**src/rtl/ctmr_pkg.sv**
```systemverilog
package ctmr_pkg;

    localparam int CNT_W  = 16;
    localparam int BYTE_W = 8;

    typedef enum logic [1:0] {
        SRC_EXT  = 2'd0,
        SRC_TXA  = 2'd1,
        SRC_TXB  = 2'd2,
        SRC_MCLK = 2'd3
    } src_e;

    typedef struct packed {
        logic timer;
        src_e src;
        logic div16;
    } cfg_t;

    // Map the 3-bit select onto mode, source and prescale.
    function automatic cfg_t decode_sel(input logic [2:0] sel);
        cfg_t c;
        case (sel)
            3'b000:  c = '{timer: 1'b0, src: SRC_EXT,  div16: 1'b0};
            3'b001:  c = '{timer: 1'b0, src: SRC_TXA,  div16: 1'b0};
            3'b010:  c = '{timer: 1'b0, src: SRC_TXB,  div16: 1'b0};
            3'b011:  c = '{timer: 1'b0, src: SRC_MCLK, div16: 1'b1};
            3'b100:  c = '{timer: 1'b1, src: SRC_EXT,  div16: 1'b0};
            3'b101:  c = '{timer: 1'b1, src: SRC_EXT,  div16: 1'b1};
            3'b110:  c = '{timer: 1'b1, src: SRC_MCLK, div16: 1'b0};
            default: c = '{timer: 1'b1, src: SRC_MCLK, div16: 1'b1};
        endcase
        return c;
    endfunction

endpackage

```
**src/rtl/ctmr_srcsel.sv**
```systemverilog
module ctmr_srcsel
    import ctmr_pkg::*;
#(
    parameter int SYNC_STAGES = 2,
    parameter int DIV_LOG2    = 4
) (
    input  logic clk,
    input  logic rst,
    input  src_e src,
    input  logic div16,
    input  logic run_en,
    input  logic pre_clr,
    input  logic ext_in,
    input  logic txa_clk,
    input  logic txb_clk,
    output logic tick
);
    localparam int N_PINS = 3;

    logic [N_PINS-1:0] raw;
    logic [N_PINS-1:0] rise;
    logic              src_ev;
    logic [DIV_LOG2-1:0] pre_q;

    assign raw = {txb_clk, txa_clk, ext_in};

    for (genvar i = 0; i < N_PINS; i++) begin : g_pin
        logic [SYNC_STAGES-1:0] stg_q;
        logic                   last_q;
        always_ff @(posedge clk) begin
            if (rst) begin
                stg_q  <= '0;
                last_q <= 1'b0;
            end else begin
                stg_q  <= {stg_q[SYNC_STAGES-2:0], raw[i]};
                last_q <= stg_q[SYNC_STAGES-1];
            end
        end
        assign rise[i] = stg_q[SYNC_STAGES-1] & ~last_q;
    end

    always_comb begin
        case (src)
            SRC_EXT:  src_ev = rise[0];
            SRC_TXA:  src_ev = rise[1];
            SRC_TXB:  src_ev = rise[2];
            default:  src_ev = 1'b1;
        endcase
    end

    always_ff @(posedge clk) begin
        if (rst || pre_clr) begin
            pre_q <= '0;
        end else if (run_en && src_ev && div16) begin
            pre_q <= pre_q + 1'b1;
        end
    end

    assign tick = run_en & src_ev & (~div16 | (&pre_q));

endmodule

```
**src/rtl/ctmr_count.sv**
```systemverilog
module ctmr_count
    import ctmr_pkg::*;
(
    input  logic             clk,
    input  logic             rst,
    input  logic             is_timer,
    input  logic             tick,
    input  logic             start,
    input  logic             stop,
    input  logic [CNT_W-1:0] preload,
    output logic [CNT_W-1:0] count,
    output logic             running,
    output logic             ready,
    output logic             tout
);
    localparam logic [CNT_W-1:0] ONE = CNT_W'(1);

    logic at_one;
    logic at_zero;
    logic hit;

    assign at_one  = (count == ONE);
    assign at_zero = (count == '0);
    // terminal event: counter reaches zero, or timer needs a reload
    assign hit     = tick & (at_one | (is_timer & at_zero));

    always_ff @(posedge clk) begin
        if (rst) begin
            count   <= '0;
            running <= 1'b0;
            tout    <= 1'b0;
        end else begin
            if (stop && !is_timer) begin
                running <= 1'b0;
            end
            if (start) begin
                count   <= preload;
                running <= 1'b1;
                tout    <= 1'b0;
            end else if (tick) begin
                if (is_timer && hit) begin
                    count <= preload;
                    tout  <= ~tout;
                end else begin
                    count <= count - ONE;
                end
            end
        end
    end

    always_ff @(posedge clk) begin
        if (rst) begin
            ready <= 1'b0;
        end else if (stop) begin
            ready <= 1'b0;
        end else if (hit && !start) begin
            ready <= 1'b1;
        end
    end

endmodule

```
**src/rtl/ctmr_readback.sv**
```systemverilog
module ctmr_readback
    import ctmr_pkg::*;
(
    input  logic              clk,
    input  logic              rst,
    input  logic [CNT_W-1:0]  count,
    input  logic              hi_rd,
    input  logic              lo_rd,
    output logic [BYTE_W-1:0] rdata
);
    logic [BYTE_W-1:0] snap_q;

    always_ff @(posedge clk) begin
        if (rst) begin
            snap_q <= '0;
        end else if (hi_rd) begin
            snap_q <= count[BYTE_W-1:0];
        end
    end

    always_comb begin
        if (hi_rd) begin
            rdata = count[CNT_W-1:BYTE_W];
        end else if (lo_rd) begin
            rdata = snap_q;
        end else begin
            rdata = '0;
        end
    end

endmodule

```
**src/rtl/ctmr_top.sv**
```systemverilog
module ctmr_top
    import ctmr_pkg::*;
#(
    parameter int SYNC_STAGES = 2,
    parameter int DIV_LOG2    = 4
) (
    input  logic              clk,
    input  logic              rst,
    input  logic              mode_wr,
    input  logic [2:0]        mode_sel,
    input  logic              pre_hi_wr,
    input  logic              pre_lo_wr,
    input  logic [BYTE_W-1:0] wdata,
    input  logic              start_rd,
    input  logic              stop_rd,
    input  logic              cnt_hi_rd,
    input  logic              cnt_lo_rd,
    output logic [BYTE_W-1:0] rdata,
    input  logic              ext_in,
    input  logic              txa_clk,
    input  logic              txb_clk,
    output logic              cnt_ready,
    output logic              tmr_out
);
    logic [2:0]       sel_q;
    logic [CNT_W-1:0] preload_q;
    logic [CNT_W-1:0] cnt_q;
    cfg_t             cfg;
    logic             is_timer;
    logic             running;
    logic             run_en;
    logic             tick;

    always_ff @(posedge clk) begin
        if (rst) begin
            sel_q     <= '0;
            preload_q <= '0;
        end else begin
            if (mode_wr)   sel_q <= mode_sel;
            if (pre_hi_wr) preload_q[CNT_W-1:BYTE_W] <= wdata;
            if (pre_lo_wr) preload_q[BYTE_W-1:0]     <= wdata;
        end
    end

    assign cfg      = decode_sel(sel_q);
    assign is_timer = cfg.timer;
    assign run_en   = running | is_timer;

    ctmr_srcsel #(
        .SYNC_STAGES(SYNC_STAGES),
        .DIV_LOG2   (DIV_LOG2)
    ) u_src (
        .clk    (clk),
        .rst    (rst),
        .src    (cfg.src),
        .div16  (cfg.div16),
        .run_en (run_en),
        .pre_clr(start_rd | mode_wr),
        .ext_in (ext_in),
        .txa_clk(txa_clk),
        .txb_clk(txb_clk),
        .tick   (tick)
    );

    ctmr_count u_cnt (
        .clk     (clk),
        .rst     (rst),
        .is_timer(is_timer),
        .tick    (tick),
        .start   (start_rd),
        .stop    (stop_rd),
        .preload (preload_q),
        .count   (cnt_q),
        .running (running),
        .ready   (cnt_ready),
        .tout    (tmr_out)
    );

    ctmr_readback u_rb (
        .clk  (clk),
        .rst  (rst),
        .count(cnt_q),
        .hi_rd(cnt_hi_rd),
        .lo_rd(cnt_lo_rd),
        .rdata(rdata)
    );

endmodule

```
**config.mk**
```make
export PLATFORM = sky130hd
export DESIGN_NAME = ctmr_top
export DESIGN_NICKNAME = d
export VERILOG_FILES = /design/src/rtl/ctmr_pkg.sv /design/src/rtl/ctmr_srcsel.sv /design/src/rtl/ctmr_count.sv /design/src/rtl/ctmr_readback.sv /design/src/rtl/ctmr_top.sv
export SDC_FILE = /design/constraint.sdc
export NUM_CORES = 1
export LEC_CHECK = 0
export ABC_CLOCK_PERIOD_IN_PS = 3430
export BUFFER_PORTS_ARGS = -buffer_cell sky130_fd_sc_hd__buf_4
export CORE_ASPECT_RATIO = 1.75
export CORE_MARGIN = 2
export CORE_UTILIZATION = 50
export CTS_BUF_LIST = sky130_fd_sc_hd__clkbuf_16
export DETAILED_ROUTE_END_ITERATION = 7
export PLACE_DENSITY = 0.76
export SYNTH_ARGS = -nofsm -noshare
export SYNTH_HDL_FRONTEND = slang
export SYNTH_HIERARCHICAL = 1
export SYNTH_SLANG_ARGS = --single-unit
```
**constraint.sdc**
```tcl
create_clock -name clk -period 3.43 [get_ports clk]
set_input_delay 0.343 -clock clk [delete_from_list [all_inputs] [get_ports clk]]
set_output_delay 0.343 -clock clk [all_outputs]
set_load 0.02 [all_outputs]
```
==> impl_metrics.env, run 1 <==
export IMPL_critPathKind="flip-flop to flip-flop"
export IMPL_r2r_cells=9
export IMPL_synthFlopType="dfxtp_1"
export IMPL_async_flop_share_pct=0
export IMPL_crit_path_end_kind="flip-flop"
export IMPL_rows=36
export IMPL_grt_first_pass_wirelength_mm=11.09
export IMPL_clock_sinks=59
export IMPL_p_per_area_nw_per_um2=558.1
export IMPL_setup_viol=0
export IMPL_status="complete, no violations"
export IMPL_layout_commonest_cell="dfxtp_1"
export IMPL_crit_chain="mux2_2, a311oi_2, a211oi_1, nor4b_1, and4bb_2, a21oi_1, buf_4, mux2i_1, o31ai_1"
export IMPL_r2r_end="u_cnt/count[8]"
export IMPL_die_area_sq_um=6379
export IMPL_fp_dieW_um=61.24
export IMPL_chipHeight_um=104.2
export IMPL_layout_drive_gt1_share_pct=18.62
export IMPL_synth_enable_flop_cells=0
export IMPL_rsz0062_at_grt="false"
export IMPL_worst_pin_slew_ns=0.8600
export IMPL_h_tree_depth=3
export IMPL_clk_pin_slew_ns=0.05
export IMPL_drc=0
export IMPL_yosys_area_top_type="dfxtp_1"
export IMPL_viasPerCell=5.767
export IMPL_r2r_start="sel_q[2]"
export IMPL_grt_max_degree=54
export IMPL_fmax_ghz=0.3304
export IMPL_slew_headroom_pct=42.14
export IMPL_crit_end="u_cnt/count[8]"
export IMPL_startpoint_type="flip-flop"
export IMPL_post_route_period_util_pct=88.23
export IMPL_ctsResizeCount=0
export IMPL_synthDistinctLibCells=61
export IMPL_wl_per_cell_um=16.26
export IMPL_hold_violations=0
export IMPL_ant_nets=0
export IMPL_core_area_sq_um=5540
export IMPL_yosysWarnings=6
export IMPL_vdd_drop_max_mv=0.3537
export IMPL_gp_congestion=0.9081
export IMPL_grt_remaining_overflow=0
export IMPL_n_antenna_cell=0
export IMPL_nNetsFinal=370
export IMPL_cpMaxStageDelayCell="a311oi_2"
export IMPL_synth_seq_area_share_pct=41.20
export IMPL_postSynthCellCount=316
export IMPL_io_buffers=32
export IMPL_dr_pass1_iters=5
export IMPL_ff2ff_setup_slack_ns=0.40
export IMPL_synth_avg_cell_area_sq_um=9.071
export IMPL_hold_buffers=0
export IMPL_ioPinCount=33
export IMPL_fin_skew_ns=0.004896
export IMPL_hold_class="input port to flip-flop"
export IMPL_dr_first_iter_drc_count=135
export IMPL_worstPathRequired_ns=3.63
export IMPL_crit_path_start="sel_q[2]"
export IMPL_cts_buffers=9
export IMPL_clock_latency_ns=0.33
export IMPL_layout_common_cells="dfxtp_1 (59), nor2_1 (41), buf_4 (37)"
export IMPL_routed_wl_mm=6.909
export IMPL_first_global_vias=2278
export IMPL_min_period_ns=3.026
export IMPL_drv_slew=0
export IMPL_area_growth_pct=17.20
export IMPL_root_buffer="clkbuf_16"
export IMPL_dr_total_vias=2451
export IMPL_ys_top_cells_by_area="dfxtp_1 (41%), mux2i_1 (10%), nor2_1 (5.4%)"
export IMPL_antenna_found_initial=0
export IMPL_syn_num_nets=342
export IMPL_start_util_pct=51.74
export IMPL_dp_hpwl_mm=4.944
export IMPL_drv_cap=0
export IMPL_crit_fanout=10
export IMPL_fin_setup_tns_ns=0
export IMPL_total_power_w=0.001875
export IMPL_netlist_area_sq_um=2866
export IMPL_cts_setup_buffers=0
export IMPL_synth_seq_cells=59
export IMPL_crit_arrival_ns=3.22
export IMPL_cts_tree="done"
export IMPL_max_stage_delay_ns=0.47
export IMPL_clk_path_buf_depth=2
export IMPL_p_leak_nw=1.364
export IMPL_synth_top_area_share_pct=41.20
export IMPL_grt_usage_pct=23.82
## sequential cells by signal, summed over array words and instances, names as in the netlist
signal,count
preload_q,16
sel_q,3
u_cnt/count,16
u_cnt/ready,1
u_cnt/running,1
u_cnt/tout,1
u_rb/snap_q,8
u_src/g_pin.last_q,3
u_src/g_pin.stg_q,6
u_src/pre_q,4
## metrics by stage
stage / hold slack, ns / utilization [%] / area (sq um) / std cells / setup WS (ns)
after CTS: 0.1771 / 60.64 / 3359 / 425 / 0.4639
final: 0.1821 / 60.64 / 3359 / 425 / 0.4038
after detailed placement: 0.4264 / 55.49 / 3074 / 409 / 0.4783
after floorplan: 0.4138 / - / 2867 / 316 / 0.8143
after global placement: 0.4177 / 55.49 / 3074 / 409 / 0.5837
after global routing: 0.1829 / 60.64 / 3359 / 425 / 0.2266
## cells by family after synthesis
logic type      synth area share [%]
xor+xnor                       1.222
fa+ha+maj                      1.310
buf+inv                        6.809
compound gates                 16.15
mux                            10.91
simple gates                   22.39
flops                          41.20
## where the power goes
part | leakage, nW | internal [W] | total, W | switching, W
clock network | 0.144 | 0.000551 | 0.000855 | 0.000304
registers | 0.484 | 0.000723 | 0.000764 | 0.0000411
logic | 0.737 | 0.000113 | 0.000256 | 0.000143
## worst min-delay path by stage
stage                                  from                       to  slack [ns]  cells past startpoint
finish                              stop_rd              u_cnt/ready        0.18                      2
global route                        stop_rd              u_cnt/ready        0.18                      2
CTS                                 stop_rd              u_cnt/ready        0.18                      2
detailed placement  u_src/g_pin[2].stg_q[0]  u_src/g_pin[2].stg_q[1]        0.43                      1
global placement    u_src/g_pin[1].stg_q[0]  u_src/g_pin[1].stg_q[1]        0.42                      1
floorplan           u_src/g_pin[0].stg_q[0]  u_src/g_pin[0].stg_q[1]        0.41                      1
## layer usage
metal | vias up | global-route usage (%) | share of wire, %
li1 | 1200 | - | -
met1 | 1168 | 25.96 | 40
met2 | 62 | 38.68 | 52
met3 | 21 | 7.463 | 3.4
met4 | 0 | 13.51 | 3.8
met5 | - | 0 | 0
## cells in the mapped netlist (2+ instances only)
cell type and n:
dfxtp_1 59, nor2_1 41, mux2i_1 29, nand2_1 27, o21ai_0 16, a21oi_1 11, nor2b_1 10, inv_1 8
a22oi_1 7, a31oi_1 7, nand3_1 7, or4_1 7, buf_6 6, nor3_1 6, clkbuf_1 5, nor4_1 5
or3_1 4, ha_1 3, o211ai_1 3, o31ai_1 3, or2_2 3, xor2_1 3, a211oi_1 2, a41oi_1 2
and3_1 2, buf_2 2, buf_4 2, mux2_2 2, nand3b_1 2
## cell type report
| type | instances | area (sq um) |
|---|---|---|
| clock buffers | 9 | 225.2 |
| clock inverters | 7 | 60.06 |
| fillers | 524 | 2181 |
| inverters | 8 | 30.03 |
| multi-input cells | 229 | 1490 |
| flip-flops and latches | 59 | 1181 |
| well taps | 76 | 95.09 |
| repair buffers | 37 | 277.8 |
## worst max-delay path, delay by kind of cell, from the launching register on
| family | cells | cell delay [ns] |
|---|---|---|
| buffers and inverters | 1 | 0.27 |
| AND/OR/NAND/NOR | 2 | 0.47 |
| flip-flops | 1 | 0.46 |
| AO/OA/AOI/OAI | 4 | 1.11 |
| multiplexers | 2 | 0.59 |
(Power assumes the default switching activity.)
==> run 2: changes to the inputs <==
CAP_MARGIN = 20   (was not set)
CORE_UTILIZATION = 40   (was 50)
PLACE_DENSITY = 0.64   (was 0.76)
REMOVE_ABC_BUFFERS = 1   (was not set)
==> impl_metrics.env, run 2 (synthesis gave the netlist of run 1 again) <==
export IMPL_status="complete, no violations"
export IMPL_grt_usage_pct=18.76
export IMPL_use_met3_pct=4.951
export IMPL_worstPathRequired_ns=3.68
export IMPL_antenna_found_initial=0
export IMPL_hold_buffers=0
export IMPL_rows=40
export IMPL_fp_dieW_um=67.99
export IMPL_dr_total_vias=2435
export IMPL_ioPinCount=33
export IMPL_root_buffer="clkbuf_16"
export IMPL_p_leak_nw=1.360
export IMPL_drc=0
export IMPL_dp_hpwl_mm=4.855
export IMPL_post_route_period_util_pct=83.60
export IMPL_crit_cells=9
export IMPL_routed_wl_mm=6.740
export IMPL_vdd_drop_max_mv=0.3613
export IMPL_viasPerCell=5.611
export IMPL_ff2ff_setup_slack_ns=0.56
export IMPL_fin_skew_ns=0.005459
export IMPL_cts_tree="done"
export IMPL_critPathBufInv=1
export IMPL_grt_busiest_layer="met2"
export IMPL_area_growth_pct=17.28
export IMPL_crit_arrival_ns=3.12
export IMPL_drv_slew=0
export IMPL_layout_drive_gt1_share_pct=19.43
export IMPL_setup_viol=0
export IMPL_worst_slack_ns=0.5624
export IMPL_layout_commonest_cell="dfxtp_1"
export IMPL_hold_class="input port to flip-flop"
export IMPL_max_stage_delay_ns=0.50
export IMPL_dp_slack_ns=0.6310
export IMPL_cts_buffers=9
export IMPL_critPathKind="flip-flop to flip-flop"
export IMPL_h_tree_depth=3
export IMPL_core_area_sq_um=6907
export IMPL_crit_chain="mux2_2, a311oi_2, a211oi_1, nor4b_1, nand4bb_1, o21ai_0, buf_4, or4_1, a31oi_1"
export IMPL_fill_cells=676
export IMPL_ant_nets=0
export IMPL_slew_headroom_pct=42.16
export IMPL_layout_common_cells="dfxtp_1 (59), nor2_1 (41), buf_4 (38)"
export IMPL_crit_path_end_kind="flip-flop"
export IMPL_clk_pin_slew_ns=0.05
export IMPL_min_period_ns=2.868
export IMPL_first_global_vias=2362
export IMPL_path_delay_family="compound AO/OA/AOI/OAI gates"
export IMPL_wl_per_cell_um=15.53
export IMPL_gp_congestion=0.8528
export IMPL_grt_first_pass_wirelength_mm=11.05
export IMPL_start_util_pct=41.50
export IMPL_nNetsFinal=371
export IMPL_fin_setup_tns_ns=0
export IMPL_startpoint_type="flip-flop"
export IMPL_die_area_sq_um=7886
export IMPL_p_per_area_nw_per_um2=539.5
export IMPL_whs_path_depth=2
export IMPL_utilization_pct=48.68
export IMPL_clock_latency_ns=0.33
export IMPL_dr_pass1_iters=4
export IMPL_grt_max_degree=54
export IMPL_io_buffers=32
export IMPL_crit_path_start="sel_q[2]"
export IMPL_clock_sinks=59
export IMPL_worst_pin_slew_ns=0.8597
export IMPL_seq_area_sq_um=1181
export IMPL_ctsResizeCount=0
export IMPL_dr_first_iter_drc_count=187
export IMPL_chipHeight_um=116.0
export IMPL_clk_path_buf_depth=2
export IMPL_r2r_cells=9
export IMPL_drv_cap=0
export IMPL_gr_usage_met2_pct=31.84
export IMPL_crit_fanout=11
export IMPL_hold_violations=0
export IMPL_grt_remaining_overflow=0
export IMPL_cts_setup_buffers=0
export IMPL_fmax_ghz=0.3487
export IMPL_rsz0062_at_grt="false"
export IMPL_gr_usage_met1_pct=20.62
export IMPL_crit_end="u_cnt/count[15]"
export IMPL_n_antenna_cell=0
export IMPL_reg_top3="preload_q (16), u_cnt/count (16), u_rb/snap_q (8)"
export IMPL_r2r_start="sel_q[2]"
export IMPL_multi_input_area_sq_um=1490
export IMPL_cpMaxStageDelayCell="or4_1"
export IMPL_r2r_end="u_cnt/count[15]"
## run 2: how the worst min path moves through the flow
stage / from / endpoint / slack [ns]
finish: stop_rd / u_cnt/ready / 0.19
global route: stop_rd / u_cnt/ready / 0.18
CTS: stop_rd / u_cnt/ready / 0.18
detailed placement: u_src/g_pin[1].stg_q[0] / u_src/g_pin[1].stg_q[1] / 0.43
global placement: u_src/g_pin[1].stg_q[0] / u_src/g_pin[1].stg_q[1] / 0.42
floorplan: rst / u_cnt/count[7] / 0.41
## run 2: cell type report
class | instances | share of cell area, %
sequential | 59 | 35.13
inverter | 8 | 0.8932
multi-input combinational | 229 | 44.32
clock buffer | 9 | 6.699
tap | 84 | 3.126
clock inverter | 7 | 1.340
timing repair buffer | 38 | 8.485
## run 2: worst register-to-register path: cells and delay by family, from the launching register on
kind | cells | cell delay, ns
mux | 1 | 0.39
flops | 1 | 0.45
compound gates | 4 | 0.89
buf+inv | 1 | 0.21
simple gates | 3 | 0.85
## run 2: routing by layer
layer,vias to the layer above,share of wire (%)
met2,68,51
met3,18,4.5
met5,-,0
li1,1203,-
met1,1146,41
met4,0,3.8
## run 2: metrics by stage
step | area [sq um] | power [W] | hold slack, ns | instances
floorplan | 2701 | 0.0009227 | 0.4121 | 296
CTS | 3362 | 0.001832 | 0.1817 | 434
global route | 3362 | 0.001893 | 0.1841 | 434
finish | 3362 | 0.001814 | 0.1900 | 434
global placement | 3092 | 0.001025 | 0.4211 | 418
detailed placement | 3092 | 0.001029 | 0.4272 | 418
## run 2: power by group
| group | total, W | switching, W | internal (W) |
|---|---|---|---|
| combinational | 0.000256 | 0.000143 | 0.000114 |
| clock | 0.000795 | 0.000311 | 0.000484 |
| sequential | 0.000762 | 0.0000394 | 0.000723 |
==> run 3: changes to the inputs <==
ABC_CLOCK_PERIOD_IN_PS = 2440   (was 3430)
PLACE_DENSITY = 0.66   (was 0.64)
clock period = 2.44 ns   (was 3.43 ns; I/O delays follow)
==> impl_metrics.env, run 3 (synthesis gave the netlist of run 1 again) <==
export IMPL_fmax_ghz=0.4219
export IMPL_clock_sinks=59
export IMPL_crit_end="u_cnt/count[4]"
export IMPL_dp_hpwl_mm=5.078
export IMPL_reg_top3="preload_q (16), u_cnt/count (16), u_rb/snap_q (8)"
export IMPL_worst_pin_slew_ns=0.5280
export IMPL_startpoint_type="flip-flop"
export IMPL_dr_total_vias=2623
export IMPL_drc=0
export IMPL_m1WireLength_mm=2.854
export IMPL_utilization_pct=52.88
export IMPL_antenna_found_initial=0
export IMPL_dr_first_iter_drc_count=171
export IMPL_crit_path_end_kind="flip-flop"
export IMPL_n_antenna_cell=0
export IMPL_crit_arrival_ns=2.62
export IMPL_p_per_area_nw_per_um2=705.7
export IMPL_status="complete, no violations"
export IMPL_clk_path_buf_depth=2
export IMPL_rsz0062_at_grt="true"
export IMPL_start_util_pct=41.50
export IMPL_grt_usage_pct=19.94
export IMPL_ff2ff_setup_slack_ns=0.07
export IMPL_slew_headroom_pct=64.80
export IMPL_layout_drive_gt1_share_pct=26.33
export IMPL_cts_buffers=9
export IMPL_cts_tree="done"
export IMPL_p_leak_nw=1.516
export IMPL_core_area_sq_um=6907
export IMPL_io_buffers=32
export IMPL_root_buffer="clkbuf_16"
export IMPL_hold_class="input port to flip-flop"
export IMPL_first_global_vias=2476
export IMPL_die_area_sq_um=7886
export IMPL_dr_wl_met3_um=313
export IMPL_critPathKind="flip-flop to flip-flop"
export IMPL_worstPathRequired_ns=2.69
export IMPL_routed_wl_mm=7.296
export IMPL_vdd_drop_max_mv=0.4995
export IMPL_crit_path_start="sel_q[2]"
export IMPL_grt_max_degree=53
export IMPL_nNetsFinal=398
export IMPL_clock_latency_ns=0.33
export IMPL_placed_cell_area_sq_um=3242
export IMPL_h_tree_depth=3
export IMPL_gp_congestion=0.8728
export IMPL_dr_pass1_iters=4
export IMPL_worst_slack_ns=0.06985
export IMPL_hold_violations=0
export IMPL_min_period_ns=2.370
export IMPL_area_growth_pct=27.41
export IMPL_post_route_period_util_pct=97.14
export IMPL_drv_cap=0
export IMPL_r2r_cells=11
export IMPL_stdcell_area_sq_um=3652
export IMPL_wl_per_cell_um=15.86
export IMPL_ant_nets=0
export IMPL_clk_pin_slew_ns=0.05
export IMPL_ioPinCount=33
export IMPL_layout_common_cells="buf_4 (58), dfxtp_1 (58), nor2_1 (39)"
export IMPL_r2r_start="sel_q[2]"
export IMPL_crit_fanout=3
export IMPL_fp_dieW_um=67.99
export IMPL_grt_remaining_overflow=0
export IMPL_r2r_end="u_cnt/count[4]"
export IMPL_setup_viol=0
export IMPL_grt_first_pass_wirelength_mm=11.73
export IMPL_top_layer="met4"
export IMPL_chipHeight_um=116.0
export IMPL_drv_slew=0
export IMPL_wl_met2_mm=3.862
export IMPL_rows=40
export IMPL_fin_skew_ns=0.004582
export IMPL_dp_slack_ns=-0.06898
export IMPL_viasPerCell=5.702
run 3: cell count changes in the layout (fill, tap and decap cells not counted), moves of 3 or more:
cell and delta:
buf_6 +6, clkinv_1 +5, clkinv_2 -3, buf_4 +20
run 3: final cells by class:
class,instances,area (sq um)
repair buffers,65,508.0
flip-flops and latches,59,1182
multi-input cells,229,1578
well taps,84,105.1
clock inverters,6,23.77
clock buffers,9,225.2
inverters,8,30.03
fillers,665,3254
run 3: layer usage:
layer  track usage (%)  vias to the layer above
li1                  -                     1260
met1             21.74                     1270
met2             33.85                       73
met3             4.369                       20
met4             12.53                        0
met5                 0                        -
run 3: repair_timing:
item                       in CTS  in global routing
setup endpoints to repair      15                 16
pin swaps                       2                 11
resized for setup               7                 19
setup buffers                   1                  5
hold buffers                    0                  0
gates cloned                    1                  0
run 3: how the worst min path moves through the flow:
stage,endpoint,startpoint,cells past startpoint,slack [ns]
2_1_floorplan,u_cnt/count[7],rst,1,0.31
3_3_place_gp,u_src/g_pin[1].stg_q[1],u_src/g_pin[1].stg_q[0],1,0.42
3_5_place_dp,u_src/g_pin[0].stg_q[1],u_src/g_pin[0].stg_q[0],1,0.42
4_1_cts,u_cnt/ready,stop_rd,2,0.08
5_1_grt,u_cnt/ready,stop_rd,2,0.09
6_report,u_cnt/ready,stop_rd,2,0.09
run 3: stage by stage:
| step | power [W] | hold WS, ns | TNS, ns | instances |
|---|---|---|---|---|
| after floorplan | 0.001297 | 0.3131 | -10.58 | 296 |
| after global placement | 0.001489 | 0.4168 | -0.04959 | 438 |
| after detailed placement | 0.001495 | 0.4245 | -0.1973 | 438 |
| after CTS | 0.002570 | 0.07958 | 0 | 455 |
| after global routing | 0.002680 | 0.08778 | -0.08427 | 460 |
| final | 0.002577 | 0.09058 | 0 | 460 |
run 3: where the power goes:
part / switching, W / internal (W) / total [W]
clock network: 0.000397 / 0.000658 / 0.00105
registers: 0.0000486 / 0.00102 / 0.00107
logic: 0.000239 / 0.000218 / 0.000457
run 3: critical path, stage by stage (launching register included):
cell and delay [ns]:
dfxtp_2 0.33, mux2_4 0.33, buf_6 0.13, a311oi_4 0.29, a211oi_2 0.10, nor4b_4 0.14
nand4bb_1 0.16, buf_4 0.15, nor2_4 0.04, buf_6 0.14, o41a_4 0.34, a31oi_1 0.15
